[src/rtl/serfifo_pkg.sv]
package serfifo_pkg;

    // Register addresses; the host software depends on these codes.
    localparam logic [1:0] ADDR_TXCTL = 2'd0;
    localparam logic [1:0] ADDR_RXCTL = 2'd1;
    localparam logic [1:0] ADDR_STAT  = 2'd2;

    // Control field positions.
    localparam int EN_BIT    = 0;
    localparam int FLUSH_BIT = 1;
    localparam int TRIG_LSB  = 8;
    localparam int TRIG_W    = 6;

    // Status field positions.
    localparam int ST_RXLVL_LSB = 0;
    localparam int ST_TXLVL_LSB = 8;
    localparam int ST_TXFREE_LSB = 24;
    localparam int ST_FIELD_W   = 6;

    typedef enum logic [1:0] {
        S_EMPTY = 2'd0,
        S_PART  = 2'd1,
        S_FULL  = 2'd2
    } fifo_state_e;

endpackage

[src/rtl/serfifo_queue.sv]
module serfifo_queue
    import serfifo_pkg::*;
#(
    parameter int DEPTH = 32,
    parameter int DW    = 8,
    localparam int AW   = $clog2(DEPTH),
    localparam int CW   = $clog2(DEPTH + 1)
) (
    input  logic          clk,
    input  logic          rst_n,
    input  logic          en,
    input  logic          flush,
    input  logic          push,
    input  logic [DW-1:0] push_data,
    input  logic          pop,
    output logic [DW-1:0] pop_data,
    output logic [CW-1:0] level
);

    fifo_state_e   state_q, state_d;
    logic [DW-1:0] mem [DEPTH];
    logic [AW-1:0] wptr_q, rptr_q;
    logic [CW-1:0] level_q;
    logic          push_ok, pop_ok;

    // Output process: acceptance decoded from the occupancy state.
    always_comb begin
        push_ok = en && push && !flush && (state_q != S_FULL);
        pop_ok  = en && pop  && !flush && (state_q != S_EMPTY);
    end

    // Next-state process: FILL, TOP, DRAIN, DRY and FLUSH transitions.
    always_comb begin
        state_d = state_q;
        if (flush) begin
            state_d = S_EMPTY;
        end else begin
            unique case (state_q)
                S_EMPTY: if (push_ok) state_d = S_PART;
                S_PART: begin
                    if (push_ok && !pop_ok && level_q == CW'(DEPTH - 1))
                        state_d = S_FULL;
                    else if (pop_ok && !push_ok && level_q == CW'(1))
                        state_d = S_EMPTY;
                end
                S_FULL: if (pop_ok) state_d = S_PART;
                default: state_d = S_EMPTY;
            endcase
        end
    end

    // State register.
    always_ff @(posedge clk or negedge rst_n) begin
        if (!rst_n) state_q <= S_EMPTY;
        else        state_q <= state_d;
    end

    always_ff @(posedge clk or negedge rst_n) begin
        if (!rst_n) begin
            wptr_q  <= '0;
            rptr_q  <= '0;
            level_q <= '0;
        end else if (flush) begin
            wptr_q  <= '0;
            rptr_q  <= '0;
            level_q <= '0;
        end else begin
            if (push_ok) wptr_q <= wptr_q + AW'(1);
            if (pop_ok)  rptr_q <= rptr_q + AW'(1);
            unique case ({push_ok, pop_ok})
                2'b10:   level_q <= level_q + CW'(1);
                2'b01:   level_q <= level_q - CW'(1);
                default: level_q <= level_q;
            endcase
        end
    end

    always_ff @(posedge clk) begin
        if (push_ok) mem[wptr_q] <= push_data;
    end

    always_ff @(posedge clk or negedge rst_n) begin
        if (!rst_n)      pop_data <= '0;
        else if (pop_ok) pop_data <= mem[rptr_q];
    end

    assign level = level_q;


    level_bound_chk: assert property (@(posedge clk) disable iff (!rst_n)
        level_q <= CW'(DEPTH));


    full_state_chk: assert property (@(posedge clk) disable iff (!rst_n)
        (state_q == S_FULL) == (level_q == CW'(DEPTH)));


    empty_state_chk: assert property (@(posedge clk) disable iff (!rst_n)
        (state_q == S_EMPTY) == (level_q == '0));


    flush_clears_chk: assert property (@(posedge clk) disable iff (!rst_n)
        flush |=> (level_q == '0));


    dry_pop_hold_chk: assert property (@(posedge clk) disable iff (!rst_n)
        (pop && !push && level_q == '0) |=> ($stable(pop_data) && level_q == '0));

endmodule

[src/rtl/serfifo_regs.sv]
module serfifo_regs
    import serfifo_pkg::*;
#(
    parameter int DEPTH = 32,
    localparam int CW   = $clog2(DEPTH + 1)
) (
    input  logic          clk,
    input  logic          rst_n,
    input  logic          reg_wr,
    input  logic [1:0]    reg_addr,
    input  logic [31:0]   reg_wdata,
    output logic [31:0]   reg_rdata,
    input  logic [CW-1:0] tx_lvl,
    input  logic [CW-1:0] rx_lvl,
    input  logic [CW-1:0] tx_free,
    output logic          tx_en,
    output logic          rx_en,
    output logic          tx_flush,
    output logic          rx_flush,
    output logic          irq_tx,
    output logic          irq_rx
);

    logic [TRIG_W-1:0] tx_trig_q, rx_trig_q;
    logic              tx_sel, rx_sel;
    logic              unused_wbits;

    assign tx_sel   = reg_wr && (reg_addr == ADDR_TXCTL);
    assign rx_sel   = reg_wr && (reg_addr == ADDR_RXCTL);
    assign tx_flush = tx_sel && reg_wdata[FLUSH_BIT];
    assign rx_flush = rx_sel && reg_wdata[FLUSH_BIT];
    assign unused_wbits = ^{reg_wdata[31:TRIG_LSB+TRIG_W], reg_wdata[TRIG_LSB-1:FLUSH_BIT+1]};

    always_ff @(posedge clk or negedge rst_n) begin
        if (!rst_n) begin
            tx_en     <= 1'b0;
            rx_en     <= 1'b0;
            tx_trig_q <= '0;
            rx_trig_q <= '0;
        end else begin
            if (tx_sel) begin
                tx_en     <= reg_wdata[EN_BIT];
                tx_trig_q <= reg_wdata[TRIG_LSB +: TRIG_W];
            end
            if (rx_sel) begin
                rx_en     <= reg_wdata[EN_BIT];
                rx_trig_q <= reg_wdata[TRIG_LSB +: TRIG_W];
            end
        end
    end

    always_comb begin
        reg_rdata = '0;
        unique case (reg_addr)
            ADDR_TXCTL: begin
                reg_rdata[EN_BIT]               = tx_en;
                reg_rdata[TRIG_LSB +: TRIG_W]   = tx_trig_q;
            end
            ADDR_RXCTL: begin
                reg_rdata[EN_BIT]               = rx_en;
                reg_rdata[TRIG_LSB +: TRIG_W]   = rx_trig_q;
            end
            ADDR_STAT: begin
                reg_rdata[ST_RXLVL_LSB  +: ST_FIELD_W] = ST_FIELD_W'(rx_lvl);
                reg_rdata[ST_TXLVL_LSB  +: ST_FIELD_W] = ST_FIELD_W'(tx_lvl);
                reg_rdata[ST_TXFREE_LSB +: ST_FIELD_W] = ST_FIELD_W'(tx_free);
            end
            default: reg_rdata = '0;
        endcase
    end

    assign irq_rx = rx_en && (int'(rx_lvl) >= int'(rx_trig_q));
    assign irq_tx = tx_en && (int'(tx_lvl) <= int'(tx_trig_q));


    rx_irq_level_chk: assert property (@(posedge clk) disable iff (!rst_n)
        (rx_en && rx_lvl == '0 && rx_trig_q != '0) |-> !irq_rx);


    tx_irq_empty_chk: assert property (@(posedge clk) disable iff (!rst_n)
        (tx_en && tx_lvl == '0) |-> irq_tx);

endmodule

[src/rtl/serfifo_top.sv]
module serfifo_top
    import serfifo_pkg::*;
#(
    parameter int DEPTH = 32,
    parameter int DW    = 8
) (
    input  logic          clk,
    input  logic          rst_n,
    input  logic          reg_wr,
    input  logic [1:0]    reg_addr,
    input  logic [31:0]   reg_wdata,
    output logic [31:0]   reg_rdata,
    input  logic          tx_wr,
    input  logic [DW-1:0] tx_wdata,
    output logic          tx_ready,
    input  logic          tx_pop,
    output logic [DW-1:0] tx_data,
    output logic          tx_valid,
    output logic          tx_empty,
    input  logic          rx_push,
    input  logic [DW-1:0] rx_pdata,
    input  logic          rx_rd,
    output logic [DW-1:0] rx_rdata,
    output logic          irq_tx,
    output logic          irq_rx
);

    localparam int CW = $clog2(DEPTH + 1);

    logic [CW-1:0] tx_lvl, rx_lvl, tx_free;
    logic          tx_en, rx_en, tx_flush, rx_flush;

    assign tx_free  = CW'(DEPTH) - tx_lvl;
    assign tx_ready = tx_en && (tx_free != '0);
    assign tx_empty = (tx_lvl == '0);
    assign tx_valid = tx_en && !tx_empty;

    serfifo_regs #(.DEPTH(DEPTH)) u_regs (
        .clk      (clk),
        .rst_n    (rst_n),
        .reg_wr   (reg_wr),
        .reg_addr (reg_addr),
        .reg_wdata(reg_wdata),
        .reg_rdata(reg_rdata),
        .tx_lvl   (tx_lvl),
        .rx_lvl   (rx_lvl),
        .tx_free  (tx_free),
        .tx_en    (tx_en),
        .rx_en    (rx_en),
        .tx_flush (tx_flush),
        .rx_flush (rx_flush),
        .irq_tx   (irq_tx),
        .irq_rx   (irq_rx)
    );

    serfifo_queue #(.DEPTH(DEPTH), .DW(DW)) u_txq (
        .clk      (clk),
        .rst_n    (rst_n),
        .en       (tx_en),
        .flush    (tx_flush),
        .push     (tx_wr),
        .push_data(tx_wdata),
        .pop      (tx_pop),
        .pop_data (tx_data),
        .level    (tx_lvl)
    );

    serfifo_queue #(.DEPTH(DEPTH), .DW(DW)) u_rxq (
        .clk      (clk),
        .rst_n    (rst_n),
        .en       (rx_en),
        .flush    (rx_flush),
        .push     (rx_push),
        .push_data(rx_pdata),
        .pop      (rx_rd),
        .pop_data (rx_rdata),
        .level    (rx_lvl)
    );


    tx_ready_full_chk: assert property (@(posedge clk) disable iff (!rst_n)
        (tx_lvl == CW'(DEPTH)) |-> !tx_ready);

endmodule

[config.mk]
export PLATFORM = sky130hd
export DESIGN_NAME = serfifo_top
export DESIGN_NICKNAME = d
export VERILOG_FILES = /design/src/rtl/serfifo_pkg.sv /design/src/rtl/serfifo_queue.sv /design/src/rtl/serfifo_regs.sv /design/src/rtl/serfifo_top.sv
export SDC_FILE = /design/constraint.sdc
export NUM_CORES = 1
export LEC_CHECK = 0
export ABC_CLOCK_PERIOD_IN_PS = 2500
export BUFFER_PORTS_ARGS = -buffer_cell sky130_fd_sc_hd__buf_2
export CORE_ASPECT_RATIO = 0.75
export CORE_UTILIZATION = 30
export CTS_CLUSTER_SIZE = 14
export DETAILED_ROUTE_END_ITERATION = 7
export GPL_TIMING_DRIVEN = 1
export SLEW_MARGIN = 20
export SYNTH_ARGS = -nofsm -noshare
export SYNTH_HDL_FRONTEND = slang
export SYNTH_SLANG_ARGS = --single-unit
[constraint.sdc]
create_clock -name clk -period 2.5 [get_ports clk]
set_input_delay 0.625 -clock clk [delete_from_list [all_inputs] [get_ports clk]]
set_output_delay 0.625 -clock clk [all_outputs]
set_load 0.01 [all_outputs]
# Yosys cells after proc, flatten, opt, wreduce, memory -nomap -nowiden
# Memory sizes are Yosys's and may differ from the RTL's. A register that Yosys moved wholly into a read port is not among the register bits.
# Index checks and enable logic that the tools add are counted.
totals:
  reg_bits: 50
  mem_bits_rw: 512
  input_bits: 57
  out_inout_bits: 53
  wordCells: 131
  memories: 2
op_classes:
  add_sub_neg: 9
  magnitude_cmp: 2
  n_eq_ne: 22
  mux: 32
  n_reduce_logical: 52
memory_table:
  columns: ["memory", "words", "width", "rd", "rd_ports_with_merged_regs", "wr", "line", "text"]
  rows:
  - ["u_rxq.mem", 32, 8, 1, 1, 1, "serfifo_queue.sv:21", "logic [DW-1:0] mem [DEPTH];"]
  - ["u_txq.mem", 32, 8, 1, 1, 1, "serfifo_queue.sv:21", null]
ops:
  columns: ["op", "n"]
  rows:
  - ["$mux W5", 9]
  - ["$logic_and A1 B1 Y1", 28]
  - ["$pmux W6 S2", 2]
  - ["$add A5 B1 Y5 const B", 4]
  - ["$mux W2", 10]
  - ["$mux W6", 3]
  - ["$pmux W6 S3", 1]
  - ["$add A6 B1 Y6 const B", 2]
  - ["$eq A6 B1 Y1 const B", 2]
  - ["$eq A6 B5 Y1 const B", 2]
  - ["$ne A3 B1 Y1 const B", 4]
  - ["$pmux W2 S3", 2]
  - ["$reduce_bool A2 Y1", 6]
  - ["$sub A6 B1 Y6 const B", 2]
  - ["$eq A2 B1 Y1 const B", 5]
  - ["$eq A2 B2 Y1 const B", 5]
  - ["$logic_not A1 Y1", 9]
  - ["$ne A4 B1 Y1 const B", 2]
  - ["$ge A6 B6 Y1", 1]
  - ["$le A6 B6 Y1", 1]
  - ["$logic_not A2 Y1", 3]
  - ["$logic_not A6 Y1", 1]
  - ["$reduce_and A3 Y1", 2]
  - ["$reduce_bool A3 Y1", 2]
  - ["other kinds (5)", 9]

# Depth between registers and ports, before layout
depth:
  depth_word: 13
  depth_mapped: 8
  mapped_depth_nobuf: 8

# Cells and area by module
# From an unflattened synthesis, not the netlist that was laid out.
hier_totals:
  hier_cells: 1508
  area_unflattened_um2: 24527.3
by_module_without_submodules:
  columns: ["module", "n_inst", "cells_each", "area_each_um2", "seq_area_each_um2"]
  rows:
  - ["serfifo_queue (u_rxq)", 1, 653, 11651.2, 8338.0]
  - ["serfifo_queue (u_txq)", 1, 704, 11504.8, 8338.0]
  - ["serfifo_regs", 1, 133, 1228.7, 350.3]
  - ["serfifo_top", 1, 18, 142.6, 0.0]

# Worst setup path before layout
# OpenSTA, ideal clock, no wires.
synth_timing:
  kind: "input-to-reg"
  from: "input port reg_addr[1]"
  to: "memory u_txq.mem[0][0], enable pin"
  setup_ps: 370
  arrival_ps: 1976
  t_required_ps: 2130
  path_slack_ps: 154
  stages: 7
  n_path_buf: 2
  path_cell_list: "buf_2 nor3b_2 and2_1 buf_2 nor2_1 nand2_1 nor2_1"
synth_between:
  elab_chain_cells: 8
synth_lines:
  columns: ["item", "line", "text"]
  rows:
  - ["start, declared", "serfifo_top.sv:10", "input logic [1:0] reg_addr,"]
  - ["$logic_not A2 Y1", "serfifo_regs.sv:28", "assign tx_sel = reg_wr && (reg_addr == ADDR_TXCTL);"]
  - ["$logic_and A1 B1 Y1", "serfifo_regs.sv:28", null]
  - ["$logic_and A1 B1 Y1", "serfifo_regs.sv:30", "assign tx_flush = tx_sel && reg_wdata[FLUSH_BIT];"]
  - ["$logic_not A1 Y1", "serfifo_queue.sv:28", "push_ok = en && push && !flush && (state_q != S_FULL);"]
  - ["$logic_and A1 B1 Y1 (2 in series)", "serfifo_queue.sv:28", null]
  - ["$mux W1", "serfifo_queue.sv:79", "if (push_ok) mem[wptr_q] <= push_data;"]
  - ["$mux W1 (not written as such)", "serfifo_queue.sv:79", null]
  - ["end, declared", "serfifo_queue.sv:21", null]
# Every way passes these cells.

# Worst setup path after layout
layout_timing:
  from: "register u_regs.tx_trig_q[1]"
  to: "output port irq_tx"
layout_between:
  elab_chain_cells: 2
layout_lines:
  columns: ["item", "line", "text"]
  rows:
  - ["start, declared", "serfifo_regs.sv:24", "logic [TRIG_W-1:0] tx_trig_q, rx_trig_q;"]
  - ["start signal, assigned", "serfifo_regs.sv:43", "tx_trig_q <= reg_wdata[TRIG_LSB +: TRIG_W];"]
  - ["$le A6 B6 Y1", "serfifo_regs.sv:73", "assign irq_tx = tx_en && (int'(tx_lvl) <= int'(tx_trig_q));"]
  - ["$logic_and A1 B1 Y1", "serfifo_regs.sv:73", null]
  - ["end, declared", "serfifo_top.sv:24", "output logic irq_tx,"]
# Every way passes these cells.

==> out/summary.txt <==
Status: finished, violations left
Failing checks: negative setup slack
Largest family of logic cells by synthesized area: multiplexers
PnR worst setup slack: -0.389 ns
Design Area, Final: 28300 µm²
PwrDens: 1000 nW/µm²
Num rows: 88
Delay-heaviest family, CP: compound AO/OA/AOI/OAI gates
Routed Antenna Nets: 0
Vias per cell: 4.79
Pre-CTS WS: 0.131 ns
Initial Util: 30.5%
Yosys reg bits: 578
Reg2reg start: u_txq.rptr_q[0]
Placer Congestion: 0.814
CTS root buffer: clkbuf_16
First-pass GRT wire length: 79700 µm
Number of fill cells in the layout: 7168
Post-Synth XOR/XNOR Area: 1.00%
Cell depth of the worst min-delay path: 3
Clock Pin Slew Worst Setup and Hold Paths: 0.06 ns
Worst slew pin tran: 0.709 ns
Launch point of the worst path: u_regs.tx_trig_q[1]
FMAX: 346 MHz
Initial antenna violation count: 5
CP peak stage delay: 0.38 ns
Finished Layout Cells: 2598
1st-iter DRT viols: 977
Layout Nets: 1597
Synth area leaders: edfxtp_1 65%, mux4_2 12%, dfrtp_1 7.0%
Clock sink total: 578
TritonCTS clock tree: done
EDFF count, synth: 512
Synth Area per Inst: 17.9 µm²
Crit-path max FO: 2
Hold endpoint: u_regs.tx_trig_q[5]
Post-Syn Area: 23600 µm²
Primary FF master, synth: edfxtp_1
Synthesis Warnings: 0
Worst R2R End: u_txq.pop_data[5]
Final core utilization: 36.6%
Post-Synth Adder-Cell Area: 1.49%
Area leader, netlist: edfxtp_1
Die span in x: 326 µm
Leakage: 9.59 nW
Drt wl/cell: 20.3 µm
Share of layout cells above drive strength 1: 30.8%
Tmin final: 2.89 ns
Post-synth ARST share: 11.4%
Total gr overflow: 0
Fin. max-slew vios: 0
Final wirelength: 52600 µm
IO buf count: 71
Synth top area share: 65.2%
I/O pins: 110
DP Wirelength: 33200 µm
FF-to-FF path depth: 6
Sequential share of the synthesized area: 72.2%
Final count of hold timing violations: 0
Gr usage total: 13.1%
Largest net degree at the start of global routing: 68
Cell depth of the worst setup path: 9
Core Area: 77300 µm²
Die ar.: 79700 µm²
WS Path Type: register to primary output
Syn Inst Count: 1318
Mux contribution to synthesized area: 13.5%
Fin crit share: 116%
RSZ-0062 raised after global routing: true
TNS Setup: -1.01 ns
Hold wc startpoint: reg_wdata[13]
Fin Clk Skew: 0.0272 ns
Internal reg-to-reg setup slack: 0.22 ns
Cell variety after synth: 57
Max-slew headroom at the worst pin: 52.7%
Max clock buf depth: 3
# diodes: 0
DP Cell Count: 2479
Vert. Die Dim: 245 µm
Final Setup Violations: 8
Worst path required time: 1.88 ns
Vias in the first global route: 12787
Simple-gate share of the synthesized area: 5.07%
Max Cap Viol: 0
CTS Buf Count: 59
Crit start category: register
DRC: 0
Arrival time at the worst endpoint: 2.26 ns
Layout area overhead: 19.8%
Clk Latency, worst-skew pair: 0.62 ns
Synth Area in Compound Gates: 4.57%
DRT Pass-1 Iters: 5
Critical path buffers and inverters: 2
Worst setup EP type: primary output
CP Cell Sequence: inv_2, ha_4, nor2b_1, o21a_1, o21a_1, o21ai_2, nand2b_1, a31oi_1, buf_2
CP dominant cell by count: o21a_1
Vias: 12439
CP max stage cell: dfrtp_1
Hold Crit Class: input pin to register
H-tree lvl count: 2
Peak supply drop: 0.577 mV
DP Area: 26000 µm²
[cells by family (layout without fill, tap and decap cells)]
logic type | Yosys count | after routing
xor+xnor | 27 | 27
simple gates | 254 | 254
flops | 578 | 578
compound gates | 168 | 168
other cells | 1 | 14
mux | 156 | 156
fa+ha+maj | 28 | 28
buf+inv | 106 | 338
[per-stage QoR]
stage / power, W / hold WS, ns
after global placement: 0.0189 / 0.466
after detailed placement: 0.0189 / 0.474
final: 0.0282 / 0.254
after global routing: 0.0296 / 0.257
after floorplan: 0.0164 / 0.329
after CTS: 0.0285 / 0.219
[report_power, final]
group          internal, W  total (W)  switching, W
Sequential          0.0111     0.0117      0.000603
Combinational      0.00349    0.00731       0.00383
Clock              0.00552    0.00927       0.00374
Total               0.0201     0.0282       0.00817
[tightest hold or removal path: cells and delay by family]
family                 cells  cell delay (ns)
AOI/OAI and AO/OA          1             0.06
buffers and inverters      1             0.09
and+or+nand+nor            1             0.04
[placed cells by master, fill, tap and decap left out, types with 8 or more instances in the layout]
master / netlist / final
mux2_2: 10 / 10
o21ai_0: 32 / 29
conb_1: 1 / 14
clkbuf_16: 0 / 63
buf_4: 25 / 121
ha_1: 28 / 25
xnor2_1: 12 / 12
inv_1: 20 / 16
buf_12: 0 / 12
a22oi_1: 50 / 50
bufinv_16: 0 / 8
edfxtp_1: 512 / 512
a211oi_1: 12 / 12
nand4_1: 8 / 8
nand2_1: 64 / 62
nor2_1: 111 / 110
a21oi_1: 46 / 44
dfrtp_1: 66 / 60
mux2i_1: 18 / 18
clkinv_2: 0 / 12
buf_2: 14 / 68
xor2_1: 15 / 15
mux4_2: 128 / 128
nor2b_1: 17 / 17
clkinv_1: 0 / 9
and2_1: 9 / 8
[cell usage after synthesis (2+ instances only)]
| master | number |
|---|---|
| nand2_2 | 2 |
| nand2_1 | 64 |
| mux2i_1 | 18 |
| mux2_2 | 10 |
| or3b_2 | 4 |
| and2_1 | 9 |
| o21a_1 | 6 |
| or3_1 | 2 |
| nand2b_1 | 5 |
| inv_1 | 20 |
| o21ai_0 | 32 |
| nand3b_1 | 4 |
| a22oi_1 | 50 |
| buf_4 | 25 |
| o41ai_1 | 2 |
| buf_1 | 13 |
| mux4_2 | 128 |
| dfrtp_1 | 66 |
| or2_2 | 3 |
| nor2_1 | 111 |
| buf_2 | 14 |
| and4_1 | 2 |
| xor2_1 | 15 |
| clkbuf_1 | 33 |
| o22ai_1 | 4 |
| o211a_1 | 2 |
| nand4_1 | 8 |
| nand3_1 | 7 |
| a21oi_1 | 46 |
| a31oi_1 | 3 |
| a211oi_1 | 12 |
| o31ai_1 | 2 |
| xnor2_1 | 12 |
| edfxtp_1 | 512 |
| nor2b_1 | 17 |
| ha_1 | 28 |
| nor3_1 | 7 |
[worst max path at each step]
stage	endpoint	slack, ns
5_1_grt	irq_tx	-0.52
3_3_place_gp	irq_tx	0.09
3_5_place_dp	u_rxq.mem[15][6]	0.13
4_1_cts	irq_tx	-0.40
6_report	irq_tx	-0.39
2_1_floorplan	u_txq.mem[0][0]	0.15
[state kept, by name, summed over array words and instances, names as in the netlist, 6 cells and up]
name	cells
u_txq.mem	256
u_txq.level	6
u_regs.rx_trig_q	6
u_txq.pop_data	8
u_rxq.pop_data	8
u_rxq.mem	256
u_rxq.level	6
u_regs.tx_trig_q	6
[area by class of cell]
class	instances	area (µm²)	share of cell area, %
clock buffer	73	1640	5.82
sequential	578	17000	60.3
tap	1035	1290	4.58
multi-input combinational	647	6200	21.9
clock inverter	39	449	1.59
inverter	20	82.6	0.292
timing repair buffer	206	1550	5.48
[routing by layer]
| layer | GRT usage [%] | wire [µm] | part of all wire [%] |
|---|---|---|---|
| met5 | 0 | 64 | 0.12 |
| met4 | 3.91 | 1180 | 2.2 |
| met2 | 20.1 | 23700 | 45 |
| met3 | 2.26 | 2840 | 5.4 |
| met1 | 19.1 | 24800 | 47 |
[timing repair]
action | in CTS | in global routing
hold buffers | 1 | 0
setup buffers | 6 | 0
setup endpoints to repair | 10 | 10
gates resized for setup | 33 | 5
endpoints found under the hold margin | 23 | 0
pin swaps | 12 | 2
cloned | 0 | 0
No activity file was read; power rests on OpenSTA's default activity.
